**config.mk**
```make
export PLATFORM = sky130hd
export DESIGN_NAME = tile_pixel_fetcher
export DESIGN_NICKNAME = d
export VERILOG_FILES = /design/src/rtl/tpf_pkg.sv /design/src/rtl/tpf_name_decode.sv /design/src/rtl/tpf_byte_addr.sv /design/src/rtl/tpf_colour_expand.sv /design/src/rtl/tile_pixel_fetcher.sv
export SDC_FILE = /design/constraint.sdc
export NUM_CORES = 1
export LEC_CHECK = 0
export ABC_AREA = 1
export BUFFER_PORTS_ARGS = -buffer_cell sky130_fd_sc_hd__clkbuf_2
export CORE_MARGIN = 1.5
export CORE_UTILIZATION = 50
export DETAILED_ROUTE_END_ITERATION = 7
export GPL_ROUTABILITY_DRIVEN = 0
export PLACE_DENSITY = 0.77
export RECOVER_POWER = 25
export SETUP_SLACK_MARGIN = 0.15
export SYNTH_ARGS = -nofsm -noshare
export SYNTH_HDL_FRONTEND = slang
export SYNTH_SLANG_ARGS = --single-unit
```
**constraint.sdc**
```tcl
create_clock -name clk -period 3.7 [get_ports clk]
set_input_delay 0.74 -clock clk [delete_from_list [all_inputs] [get_ports clk]]
set_output_delay 0.74 -clock clk [all_outputs]
set_load 0.005 [all_outputs]
```
**src/rtl/tpf_pkg.sv**
```systemverilog
package tpf_pkg;

    typedef enum logic [2:0] {
        ST_IDLE = 3'd0,
        ST_VREQ = 3'd1,
        ST_VCAP = 3'd2,
        ST_CREQ = 3'd3,
        ST_CCAP = 3'd4,
        ST_OUT  = 3'd5
    } fetch_state_e;

endpackage

```
**src/rtl/tpf_name_decode.sv**
```systemverilog
module tpf_name_decode #(
    parameter int IDX_W    = 11,
    parameter int PAL_BITS = 2,
    localparam int NAME_W  = IDX_W + 2 + PAL_BITS
) (
    input  logic [NAME_W-1:0]   name,
    output logic [IDX_W-1:0]    tile_idx,
    output logic                mirror_h,
    output logic                mirror_v,
    output logic [PAL_BITS-1:0] palette
);
    always_comb begin
        tile_idx = name[IDX_W-1:0];
        mirror_h = name[IDX_W];
        mirror_v = name[IDX_W+1];
        palette  = name[IDX_W+2 +: PAL_BITS];
    end
endmodule

```
**src/rtl/tpf_byte_addr.sv**
```systemverilog
module tpf_byte_addr #(
    parameter int IDX_W    = 11,
    parameter int TILE_DIM = 8,
    localparam int ROW_W   = $clog2(TILE_DIM),
    localparam int COL_W   = ROW_W - 1,
    localparam int CNT_W   = 2 * ROW_W,
    localparam int ADDR_W  = IDX_W + ROW_W + COL_W
) (
    input  logic [IDX_W-1:0]  tile_idx,
    input  logic              mirror_h,
    input  logic              mirror_v,
    input  logic [CNT_W-1:0]  pix_idx,
    output logic [ADDR_W-1:0] byte_addr,
    output logic              take_high
);
    logic [ROW_W-1:0] row_scr, row_mem;
    logic [COL_W-1:0] col_scr, col_mem;

    always_comb begin
        row_scr   = pix_idx[CNT_W-1 -: ROW_W];
        col_scr   = pix_idx[ROW_W-1:1];
        row_mem   = mirror_v ? ~row_scr : row_scr;
        col_mem   = mirror_h ? ~col_scr : col_scr;
        byte_addr = {tile_idx, row_mem, col_mem};
        take_high = (pix_idx[0] == mirror_h);
    end
endmodule

```
**src/rtl/tpf_colour_expand.sv**
```systemverilog
module tpf_colour_expand #(
    parameter int FIELD_W = 4,
    parameter int CH_W    = 8,
    parameter int N_CH    = 3
) (
    input  logic [N_CH*FIELD_W-1:0] word,
    output logic [N_CH*CH_W-1:0]    rgb
);
    for (genvar ch = 0; ch < N_CH; ch++) begin : g_ch
        assign rgb[(N_CH-1-ch)*CH_W +: CH_W] =
            {word[ch*FIELD_W +: FIELD_W], {(CH_W-FIELD_W){1'b0}}};
    end
endmodule

```
**src/rtl/tile_pixel_fetcher.sv**
```systemverilog
module tile_pixel_fetcher #(
    parameter int IDX_W    = 11,
    parameter int TILE_DIM = 8,
    parameter int PIX_W    = 4,
    parameter int PAL_BITS = 2,
    parameter int CH_W     = 8,
    localparam int NAME_W  = IDX_W + 2 + PAL_BITS,
    localparam int ROW_W   = $clog2(TILE_DIM),
    localparam int CNT_W   = 2 * ROW_W,
    localparam int TILE_PIX = TILE_DIM * TILE_DIM,
    localparam int VRAM_AW = IDX_W + 2 * ROW_W - 1,
    localparam int CRAM_AW = PAL_BITS + PIX_W,
    localparam int CRAM_DW = 3 * PIX_W,
    localparam int RGB_W   = 3 * CH_W
) (
    input  logic               clk,
    input  logic               rst_n,
    input  logic               start_valid,
    output logic               start_ready,
    input  logic [NAME_W-1:0]  start_name,
    output logic               vram_rd_en,
    output logic [VRAM_AW-1:0] vram_rd_addr,
    input  logic [7:0]         vram_rd_data,
    output logic               cram_rd_en,
    output logic [CRAM_AW-1:0] cram_rd_addr,
    input  logic [CRAM_DW-1:0] cram_rd_data,
    output logic               pix_valid,
    input  logic               pix_ready,
    output logic [RGB_W-1:0]   pix_rgb,
    output logic               pix_transparent,
    output logic               done
);
    import tpf_pkg::*;

    localparam logic [CNT_W-1:0] LAST_PIX = CNT_W'(TILE_PIX - 1);

    typedef struct packed {
        fetch_state_e      state;
        logic [NAME_W-1:0] name;
        logic [CNT_W-1:0]  cnt;
        logic [7:0]        pbyte;
        logic [RGB_W-1:0]  rgb;
        logic              transp;
        logic              valid;
        logic              done;
    } fetch_regs_t;

    fetch_regs_t r_d, r_q;

    logic [IDX_W-1:0]    tile_idx;
    logic                mirror_h, mirror_v, take_high;
    logic [PAL_BITS-1:0] palette;
    logic [PIX_W-1:0]    colour;
    logic [RGB_W-1:0]    rgb_exp;

    tpf_name_decode #(.IDX_W(IDX_W), .PAL_BITS(PAL_BITS)) u_dec (
        .name     (r_q.name),
        .tile_idx (tile_idx),
        .mirror_h (mirror_h),
        .mirror_v (mirror_v),
        .palette  (palette)
    );

    tpf_byte_addr #(.IDX_W(IDX_W), .TILE_DIM(TILE_DIM)) u_addr (
        .tile_idx  (tile_idx),
        .mirror_h  (mirror_h),
        .mirror_v  (mirror_v),
        .pix_idx   (r_q.cnt),
        .byte_addr (vram_rd_addr),
        .take_high (take_high)
    );

    tpf_colour_expand #(.FIELD_W(PIX_W), .CH_W(CH_W), .N_CH(3)) u_exp (
        .word (cram_rd_data),
        .rgb  (rgb_exp)
    );

    assign colour = take_high ? r_q.pbyte[7:4] : r_q.pbyte[3:0];

    always_comb begin
        r_d        = r_q;
        r_d.done   = 1'b0;
        vram_rd_en = 1'b0;
        cram_rd_en = 1'b0;
        case (r_q.state)
            ST_IDLE: begin
                if (start_valid) begin
                    r_d.name  = start_name;
                    r_d.cnt   = '0;
                    r_d.state = ST_VREQ;
                end
            end
            ST_VREQ: begin
                vram_rd_en = 1'b1;
                r_d.state  = ST_VCAP;
            end
            ST_VCAP: begin
                r_d.pbyte = vram_rd_data;
                r_d.state = ST_CREQ;
            end
            ST_CREQ: begin
                if (colour == '0) begin
                    r_d.rgb    = '0;
                    r_d.transp = 1'b1;
                    r_d.valid  = 1'b1;
                    r_d.state  = ST_OUT;
                end else begin
                    cram_rd_en = 1'b1;
                    r_d.state  = ST_CCAP;
                end
            end
            ST_CCAP: begin
                r_d.rgb    = rgb_exp;
                r_d.transp = 1'b0;
                r_d.valid  = 1'b1;
                r_d.state  = ST_OUT;
            end
            ST_OUT: begin
                if (pix_ready) begin
                    r_d.valid = 1'b0;
                    if (r_q.cnt == LAST_PIX) begin
                        r_d.done  = 1'b1;
                        r_d.state = ST_IDLE;
                    end else begin
                        r_d.cnt   = r_q.cnt + 1'b1;
                        r_d.state = r_q.cnt[0] ? ST_VREQ : ST_CREQ;
                    end
                end
            end
            default: r_d.state = ST_IDLE;
        endcase
    end

    always_ff @(posedge clk or negedge rst_n) begin
        if (!rst_n) r_q <= '0;
        else        r_q <= r_d;
    end

    assign start_ready     = (r_q.state == ST_IDLE);
    assign cram_rd_addr    = {palette, colour};
    assign pix_valid       = r_q.valid;
    assign pix_rgb         = r_q.rgb;
    assign pix_transparent = r_q.transp;
    assign done            = r_q.done;

endmodule

```
==> results of run 1 <==
==> registers in the layout (all words and copies together) (netlist names) <==
signal and count:
done 1, pix_rgb 12, r_q 32, pix_valid 1, pix_transparent 1
==> area by class of cell <==
type | instances | area, sq um
Clock inverter | 3 | 67.6
Multi-Input combinational cell | 161 | 1020
Clock buffer | 5 | 68.8
Timing Repair Buffer | 79 | 393
Fill cell | 434 | 1950
Inverter | 16 | 60.1
Sequential cell | 47 | 1180
Tap cell | 67 | 83.8
==> cell usage in the layout, fill, tap and decap left out, types with 2 or more instances in the layout <==
cell type	instances
clkbuf_2	77
dfrtp_1	47
nand2_1	46
mux2_2	22
nand3_1	17
nand2_2	17
inv_1	13
nand2_4	13
conb_1	12
nor2_1	9
xor2_1	7
clkbuf_8	5
o21ai_0	4
inv_2	3
nor3_1	3
o21ai_1	3
nor2_4	2
bufinv_16	2
clkbuf_1	2
==> worst min-delay path by stage <==
stage | from | end | cells after the start
global placement | pix_rgb[6]$_DFFE_PN0P_ | pix_rgb[6]$_DFFE_PN0P_ | 2
global route | pix_rgb[7]$_DFFE_PN0P_ | pix_rgb[7]$_DFFE_PN0P_ | 2
finish | pix_rgb[5]$_DFFE_PN0P_ | pix_rgb[5]$_DFFE_PN0P_ | 2
CTS | rst_n | r_q[51]$_DFFE_PN0P_ | 1
detailed placement | pix_rgb[5]$_DFFE_PN0P_ | pix_rgb[5]$_DFFE_PN0P_ | 2
floorplan | rst_n | done$_DFF_PN0_ | 0
==> power by group through the flow <==
stage,clock network [mW],logic [mW],registers (mW)
after global routing,0.477,1.21,0.908
after floorplan,0,0.962,0.855
after CTS,0.456,1.11,0.880
after detailed placement,0,1.11,0.888
after global placement,0,1.08,0.878
final,0.443,1.09,0.876
==> metal layers <==
metal	share of wire, %	track usage (%)	vias to the layer above
met5	0	0	-
met2	52	30.6	53
met3	4.9	4.47	6
met1	42	21.6	808
li1	-	-	868
met4	1.5	6.67	0
==> logic make-up after synthesis <==
group	count (synthesis)	synth area share [%]
other	1	0.148
muxes	22	9.77
and+or+nand+nor	109	23.9
DFF	47	46.4
AOI/OAI and AO/OA	10	2.17
adders and majority gates	1	0.493
buffers and inverters	56	14.7
xor gates and xnor gates	7	2.42
==> worst reg2reg max path, cell delays in order (launching register included) <==
cell and delay (ns):
dfrtp_1 0.43, nor3_1 0.77, nand2_1 0.28, o21ai_2 0.21
nor2_4 0.12, nand3_1 0.08, o21ai_0 0.09
==> stage by stage <==
stage	worst slack [ns]	hold slack, ns	cell area, sq um	power (mW)	utilization (%)
after floorplan	1.86	0.443	2580	1.82	-
after global placement	1.72	0.455	2750	1.95	57.0
after detailed placement	1.67	0.459	2750	2.00	57.0
after CTS	1.32	0.474	2880	2.45	59.8
after global routing	0.827	0.522	2870	2.60	59.5
final	1.31	0.474	2870	2.41	59.5
==> metrics.md, run 1 <==
| Metric | Value |
|---|---|
| Setup Crit Path Kind | `in -> async` |
| Die W | `74.2 microns` |
| Core area | `4820 sq um` |
| First-pass GRT wire length | `7450 microns` |
| Number of DRC markers in iteration 0 | `125` |
| FF-to-FF path depth | `6` |
| Share of cells above drive strength 1 | `46.3%` |
| WP buf/inv | `2` |
| Synth-to-Final Area Change | `13.0%` |
| # rows | `25` |
| DR WL/cell | `11.9 microns` |
| Final Instance Count excl. Fillers | `378` |
| Placed cells | `370` |
| Part of the power in combinational logic | `45.2%` |
| Full die area | `5510 sq um` |
| Slowest cell on crit path | `clkbuf_1` |
| Slew @ Worst Pin | `1.46 ns` |
| Switching share of power | `38.0%` |
| Sink Count | `47` |
| Leakage | `1.55 nW` |
| Total Routing Usage GR | `17.8%` |
| Remaining global-route overflow | `0` |
| Post-synth top flop | `dfrtp_1` |
| Skew-Pair Late Insertion Delay | `0.30 ns` |
| CP arrival | `2.66 ns` |
| Synth top area cells | `dfrtp_1 (46%), buf_4 (11%), mux2_2 (9.8%)` |
| Final WL | `4480 microns` |
| Stages on the worst setup path | `2` |
| Area leader, netlist | `dfrtp_1` |
| Pwr per Cell Area | `840 nW/um^2` |
| Initial antenna violation count | `0` |
| Drt via density | `4.59` |
| Syn avg cell area | `10.0 sq um` |
| Root Buffer | `clkbuf_8` |
| DR DRC count | `0` |
| Worst min path class | `reg -> reg` |
| Worst setup path endpoint | `pix_rgb[22]$_DFFE_PN0P_` |
| Clock share of power | `18.4%` |
| Top-count cell post-synth | `dfrtp_1` |
| DP HPWL | `3450 microns` |
| Final-stage net count | `350` |
| Clock skew | `0.00288 ns` |
| EDFF count, synth | `0` |
| Mapped cell area | `2540 sq um` |
| Post-CTS Hold Buffers | `0` |
| Pre-antenna DRT Iters | `4` |
| WP data required | `3.97 ns` |
| Crit path largest cell delay | `1.04 ns` |
| Fmax | `0.419 GHz` |
| PortBufs | `78` |
| Die Ht | `74.2 microns` |
| Ports | `91` |
| Register area share after synthesis | `46.4%` |
| Status | `finished clean` |
| Post-synth ARST share | `100%` |
| Int Pwr | `1.49 mW` |
| Antenna Cells | `0` |
| Total CTS buffers | `5` |
| Post-Synthesis Cells | `253` |
| Worst R2R End | `r_q[35]$_DFFE_PN0P_` |
| Setup violators final | `0` |
| Most frequent CP cell | `clkbuf_1` |
| Vias in the first global route | `1667` |
| TritonCTS clock tree | `built` |
| CTS H-tree depth | `2` |
| Worst setup EP type | `async pin` |
| CP delay by family, top | `buffers and inverters` |
| Sequential power share | `36.4%` |
| CTS resizes | `0` |
| Via Count | `1735` |
| Post-CTS Setup Bufs | `0` |
| Worst Setup SP | `rst_n` |
| Clock tree buffer depth | `2` |
| Max Slew Vio Count | `0` |
| Startpoint Class | `primary input` |
| Register-to-Register Setup Slack | `1.60 ns` |
| Total net switching power | `916 uW` |
| Maximum vdd drop | `0.484 mV` |
| Crit share post-route | `64.5%` |
| TNS Setup | `0 ns` |
| Share of the synthesized area in the top cell type | `46.4%` |
| Unrepaired setup endpoints after global routing | `false` |
| Starting Density | `52.6%` |
| Post-layout minimum cycle time | `2.39 ns` |
| Reg2reg start | `r_q[57]$_DFFE_PN0P_` |
| Synth Register Bits | `47` |
| Clk slew on worst S/H paths | `0.08 ns` |
| Post-route ant nets | `0` |
| Crit path cell chain | `clkbuf_1 > clkbuf_1` |
| Maxcap violations | `0` |
| Slew HR | `2.54%` |
| Cell variety after synth | `26` |
| Highest net fanout along the worst path | `28` |
| Largest net degree at the start of global routing | `29` |
| Post-synth top cells | `dfrtp_1 (47), nand2_1 (46), buf_4 (37)` |
| Synth Warn # | `0` |
| Final hold violations | `0` |
Note: power is estimated with default switching activity, not from simulation.
==> run 2, diff against run 1 <==
--- a/config.mk
+++ b/config.mk
@@ -5,13 +5,13 @@
 export SDC_FILE = /design/constraint.sdc
 export NUM_CORES = 1
 export LEC_CHECK = 0
-export ABC_AREA = 1
+export ABC_AREA = 0
 export BUFFER_PORTS_ARGS = -buffer_cell sky130_fd_sc_hd__clkbuf_2
 export CORE_MARGIN = 1.5
-export CORE_UTILIZATION = 50
+export CORE_UTILIZATION = 44
 export DETAILED_ROUTE_END_ITERATION = 7
 export GPL_ROUTABILITY_DRIVEN = 0
-export PLACE_DENSITY = 0.77
+export PLACE_DENSITY = 0.73
 export RECOVER_POWER = 25
 export SETUP_SLACK_MARGIN = 0.15
 export SYNTH_ARGS = -nofsm -noshare
==> constraint.sdc (replaced) <==
create_clock -name clk -period 2.1 [get_ports clk]
set_input_delay 0.42 -clock clk [delete_from_list [all_inputs] [get_ports clk]]
set_output_delay 0.42 -clock clk [all_outputs]
set_load 0.005 [all_outputs]
==> metrics.md, run 2 <==
| Metric | Value |
|---|---|
| Status | `finished clean` |
| Filler Cell Count | `488 (+12%)` |
| CP delay by family, top | `flip-flops` |
| Clock skew | `0.00326 ns (+0.000381 ns)` |
| Clk slew on worst S/H paths | `0.08 ns (about the same)` |
| Post-synth top flop | `dfrtp_1` |
| Ports | `91 (unchanged)` |
| Worst setup path endpoint | `cram_rd_addr[3]` |
| Total net switching power | `1.27 mW (+39%)` |
| Number of DRC markers in iteration 0 | `109 (-13%)` |
| Maximum vdd drop | `0.838 mV (+73%)` |
| Max Slew Vio Count | `0 (unchanged)` |
| Root Buffer | `clkbuf_8` |
| Highest net fanout along the worst path | `4 (-86%)` |
| Area leader, netlist | `dfrtp_1` |
| Part of the power in combinational logic | `45.1% (about the same)` |
| Register area share after synthesis | `48.9% (+2.5 points)` |
| Final WL | `4130 microns (-7.9%)` |
| Leading cell type in the layout, fill and taps excluded | `clkbuf_2` |
| Pre-antenna DRT Iters | `4 (unchanged)` |
| Setup violators final | `0 (unchanged)` |
| Setup Crit Path Kind | `reg -> out` |
| Syn avg cell area | `12.0 sq um (+20%)` |
| Remaining global-route overflow | `0 (unchanged)` |
| Largest net degree at the start of global routing | `48 (+66%)` |
| Maxcap violations | `0 (unchanged)` |
| Slowest cell on crit path | `dfrtp_2` |
| Crit share post-route | `91.1%` |
| Crit path cell chain | `xnor2_4 > buf_6 > mux2_4 > clkbuf_2` |
| Post-Synthesis Cells | `200 (-21%)` |
| Drt via density | `4.79 (+4.5%)` |
| Fmax | `0.523 GHz` |
| WP data required | `1.68 ns (-2.29 ns)` |
| Worst setup EP type | `primary output` |
| DP HPWL | `3000 microns (-13%)` |
| Initial antenna violation count | `0 (unchanged)` |
| CP arrival | `1.49 ns (-1.17 ns)` |
| DR WL/cell | `12.5 microns (+5.2%)` |
| Clock tree buffer depth | `2 (unchanged)` |
| Overall Power | `3.81 mW (+58%)` |
| Post-route ant nets | `0 (unchanged)` |
| Die Ht | `77.0 microns (+3.7%)` |
| DR DRC count | `0 (unchanged)` |
| Die W | `77.0 microns (+3.7%)` |
| Sequential power share | `41.7% (+5.3 points)` |
| PortBufs | `78 (unchanged)` |
| Mapped cell area | `2410 sq um (-5.1%)` |
| Slew @ Worst Pin | `1.12 ns (-0.338 ns)` |
| Final hold slack | `0.350 ns (-0.123 ns)` |
| Total Routing Usage GR | `14.8% (-2.9 points)` |
| Core area | `5200 sq um (+8.1%)` |
| Via Count | `1587 (-8.5%)` |
| TNS Setup | `0 ns (unchanged)` |
| Pwr per Cell Area | `1380 nW/um^2 (+64%)` |
| Synth Register Bits | `47 (unchanged)` |
| # rows | `26 (+4.0%)` |
| First-pass GRT wire length | `6980 microns (-6.2%)` |
| Post-synth ARST share | `100% (unchanged)` |
| Share of cells above drive strength 1 | `49.4% (+3.1 points)` |
| Synth top area cells | `dfrtp_1 (49%), mux2_2 (13%), buf_4 (12%)` |
| Largest Register | `r_q` |
| Total CTS buffers | `5 (unchanged)` |
| Top-count cell post-synth | `dfrtp_1` |
| WP buf/inv | `2 (unchanged)` |
| Unrepaired setup endpoints after global routing | `true` |
| Switching share of power | `33.4% (-4.7 points)` |
| Int Pwr | `2.53 mW (+70%)` |
| Final-stage net count | `300 (-14%)` |
| Skew-Pair Late Insertion Delay | `0.29 ns (about the same)` |
| Post-layout minimum cycle time | `1.91 ns` |
| Starting Density | `46.2% (-6.4 points)` |
| FF-to-FF path depth | `5 (-1)` |
| Worst min path class | `in -> reg` |
| Worst R2R End | `pix_rgb[6]$_DFFE_PN0P_` |
| TritonCTS clock tree | `built` |
| Clock share of power | `13.2% (-5.2 points)` |
| Cell variety after synth | `43 (+65%)` |
| Full die area | `5920 sq um (+7.5%)` |
| Share of the synthesized area in the top cell type | `48.9% (+2.5 points)` |
| Antenna Cells | `0 (unchanged)` |
| CTS H-tree depth | `2 (unchanged)` |
| Worst Setup SP | `r_q[52]$_DFFE_PN0P_` |
| Final hold violations | `0 (unchanged)` |
| Startpoint Class | `register` |
| Sink Count | `47 (unchanged)` |
| Stages on the worst setup path | `4 (+2)` |
| Leakage | `1.40 nW (-9.9%)` |
| Reg2reg start | `r_q[52]$_DFFE_PN0P_` |
| EDFF count, synth | `0 (unchanged)` |
| Number of flip-flops in the largest register | `32 (unchanged)` |
| Commonest non-fill, non-tap cells in the layout | `clkbuf_2 (78), dfrtp_1 (46), mux2_2 (23)` |
| Synth Warn # | `0 (unchanged)` |
| Register-to-Register Setup Slack | `0.39 ns (-1.21 ns)` |
| Slew HR | `25.1% (+23 points)` |
| Crit path largest cell delay | `0.44 ns (-0.60 ns)` |
| Synth-to-Final Area Change | `14.5%` |
| Vias in the first global route | `1522 (-8.7%)` |
| Post-synth top cells | `dfrtp_1 (47), buf_4 (37), mux2_2 (27)` |
run 2: cell types whose count changed after synthesis, sizes merged, moves of 5 or more:
cell / before / now
nand2: 76 / 11
nand3: 17 / 2
inv: 16 / 3
a22o: 0 / 12
mux2: 22 / 28
buf: 39 / 44
nor2: 12 / 7
run 2: power groups by stage:
stage	registers [mW]	clock network (mW)	logic [mW]
2_1_floorplan	1.53	0	1.39
3_3_place_gp	1.59	0	1.59
3_5_place_dp	1.60	0	1.62
4_1_cts	1.58	0.536	1.72
5_1_grt	1.64	0.570	1.89
6_report	1.59	0.503	1.72
run 2: per-stage QoR:
stage | setup WS (ns) | std cells | util [%] | instance area [sq um]
after floorplan | 0.404 | 211 | - | 2450
after global placement | 0.315 | 320 | 50.3 | 2620
after detailed placement | 0.284 | 320 | 50.3 | 2620
after CTS | 0.101 | 331 | 52.6 | 2740
after global routing | 0.114 | 331 | 52.9 | 2760
final | 0.186 | 331 | 52.9 | 2760
run 2: worst min-delay path by stage:
| stage | cells after the start | start | to |
|---|---|---|---|
| floorplan | 0 | rst_n | done$_DFF_PN0_ |
| global placement | 2 | pix_valid$_DFFE_PN0P_ | pix_valid$_DFFE_PN0P_ |
| detailed placement | 2 | pix_valid$_DFFE_PN0P_ | pix_valid$_DFFE_PN0P_ |
| CTS | 2 | rst_n | r_q[44]$_DFFE_PN0P_ |
| global route | 2 | cram_rd_data[6] | pix_rgb[14]$_DFFE_PN0P_ |
| finish | 2 | cram_rd_data[7] | pix_rgb[15]$_DFFE_PN0P_ |
run 2: logic make-up (layout without fill, tap and decap cells):
family | count (synthesis) | count (layout) | share of synthesized area, %
other | 1 | 12 | 0.156
muxes | 30 | 30 | 14.1
AOI/OAI and AO/OA | 29 | 29 | 9.72
xor gates and xnor gates | 8 | 8 | 3.22
buffers and inverters | 48 | 98 | 15.0
and+or+nand+nor | 36 | 36 | 8.37
DFF | 47 | 47 | 48.9
adders and majority gates | 1 | 1 | 0.520
run 2: layout make-up:
| cell class | instances | area [sq um] | share of cell area [%] |
|---|---|---|---|
| multi-input cells | 116 | 938 | 34.1 |
| flip-flops and latches | 47 | 1180 | 42.7 |
| inverters | 3 | 11.3 | 0.409 |
| clock buffers | 7 | 76.3 | 2.77 |
| repair buffers | 87 | 459 | 16.7 |
| well taps | 70 | 87.6 | 3.18 |
| clock inverters | 1 | 5.00 | 0.182 |
run 2: timing repair:
action,CTS,global route
hold buffers,0,0
buffers inserted,3,0
endpoints found under the setup margin,5,5
pin swaps,2,0
resized for setup,5,4
run 2: per-layer routing:
| metal | share of wire, % | up-vias | wire [microns] | global-route usage, % |
|---|---|---|---|---|
| met5 | 0 | - | 0 | 0 |
| met4 | 2.3 | 0 | 94 | 6.67 |
| met3 | 5.3 | 8 | 220 | 3.10 |
| met2 | 47 | 51 | 1960 | 23.5 |
| met1 | 45 | 757 | 1860 | 19.5 |
| li1 | - | 771 | - | - |
run 2: worst register-to-register path, cell delays in order, from the launching register on:
cell and delay [ns]:
dfrtp_2 0.44, xnor2_4 0.21, mux2_4 0.34, buf_4 0.15, a21oi_4 0.31, a22o_1 0.19
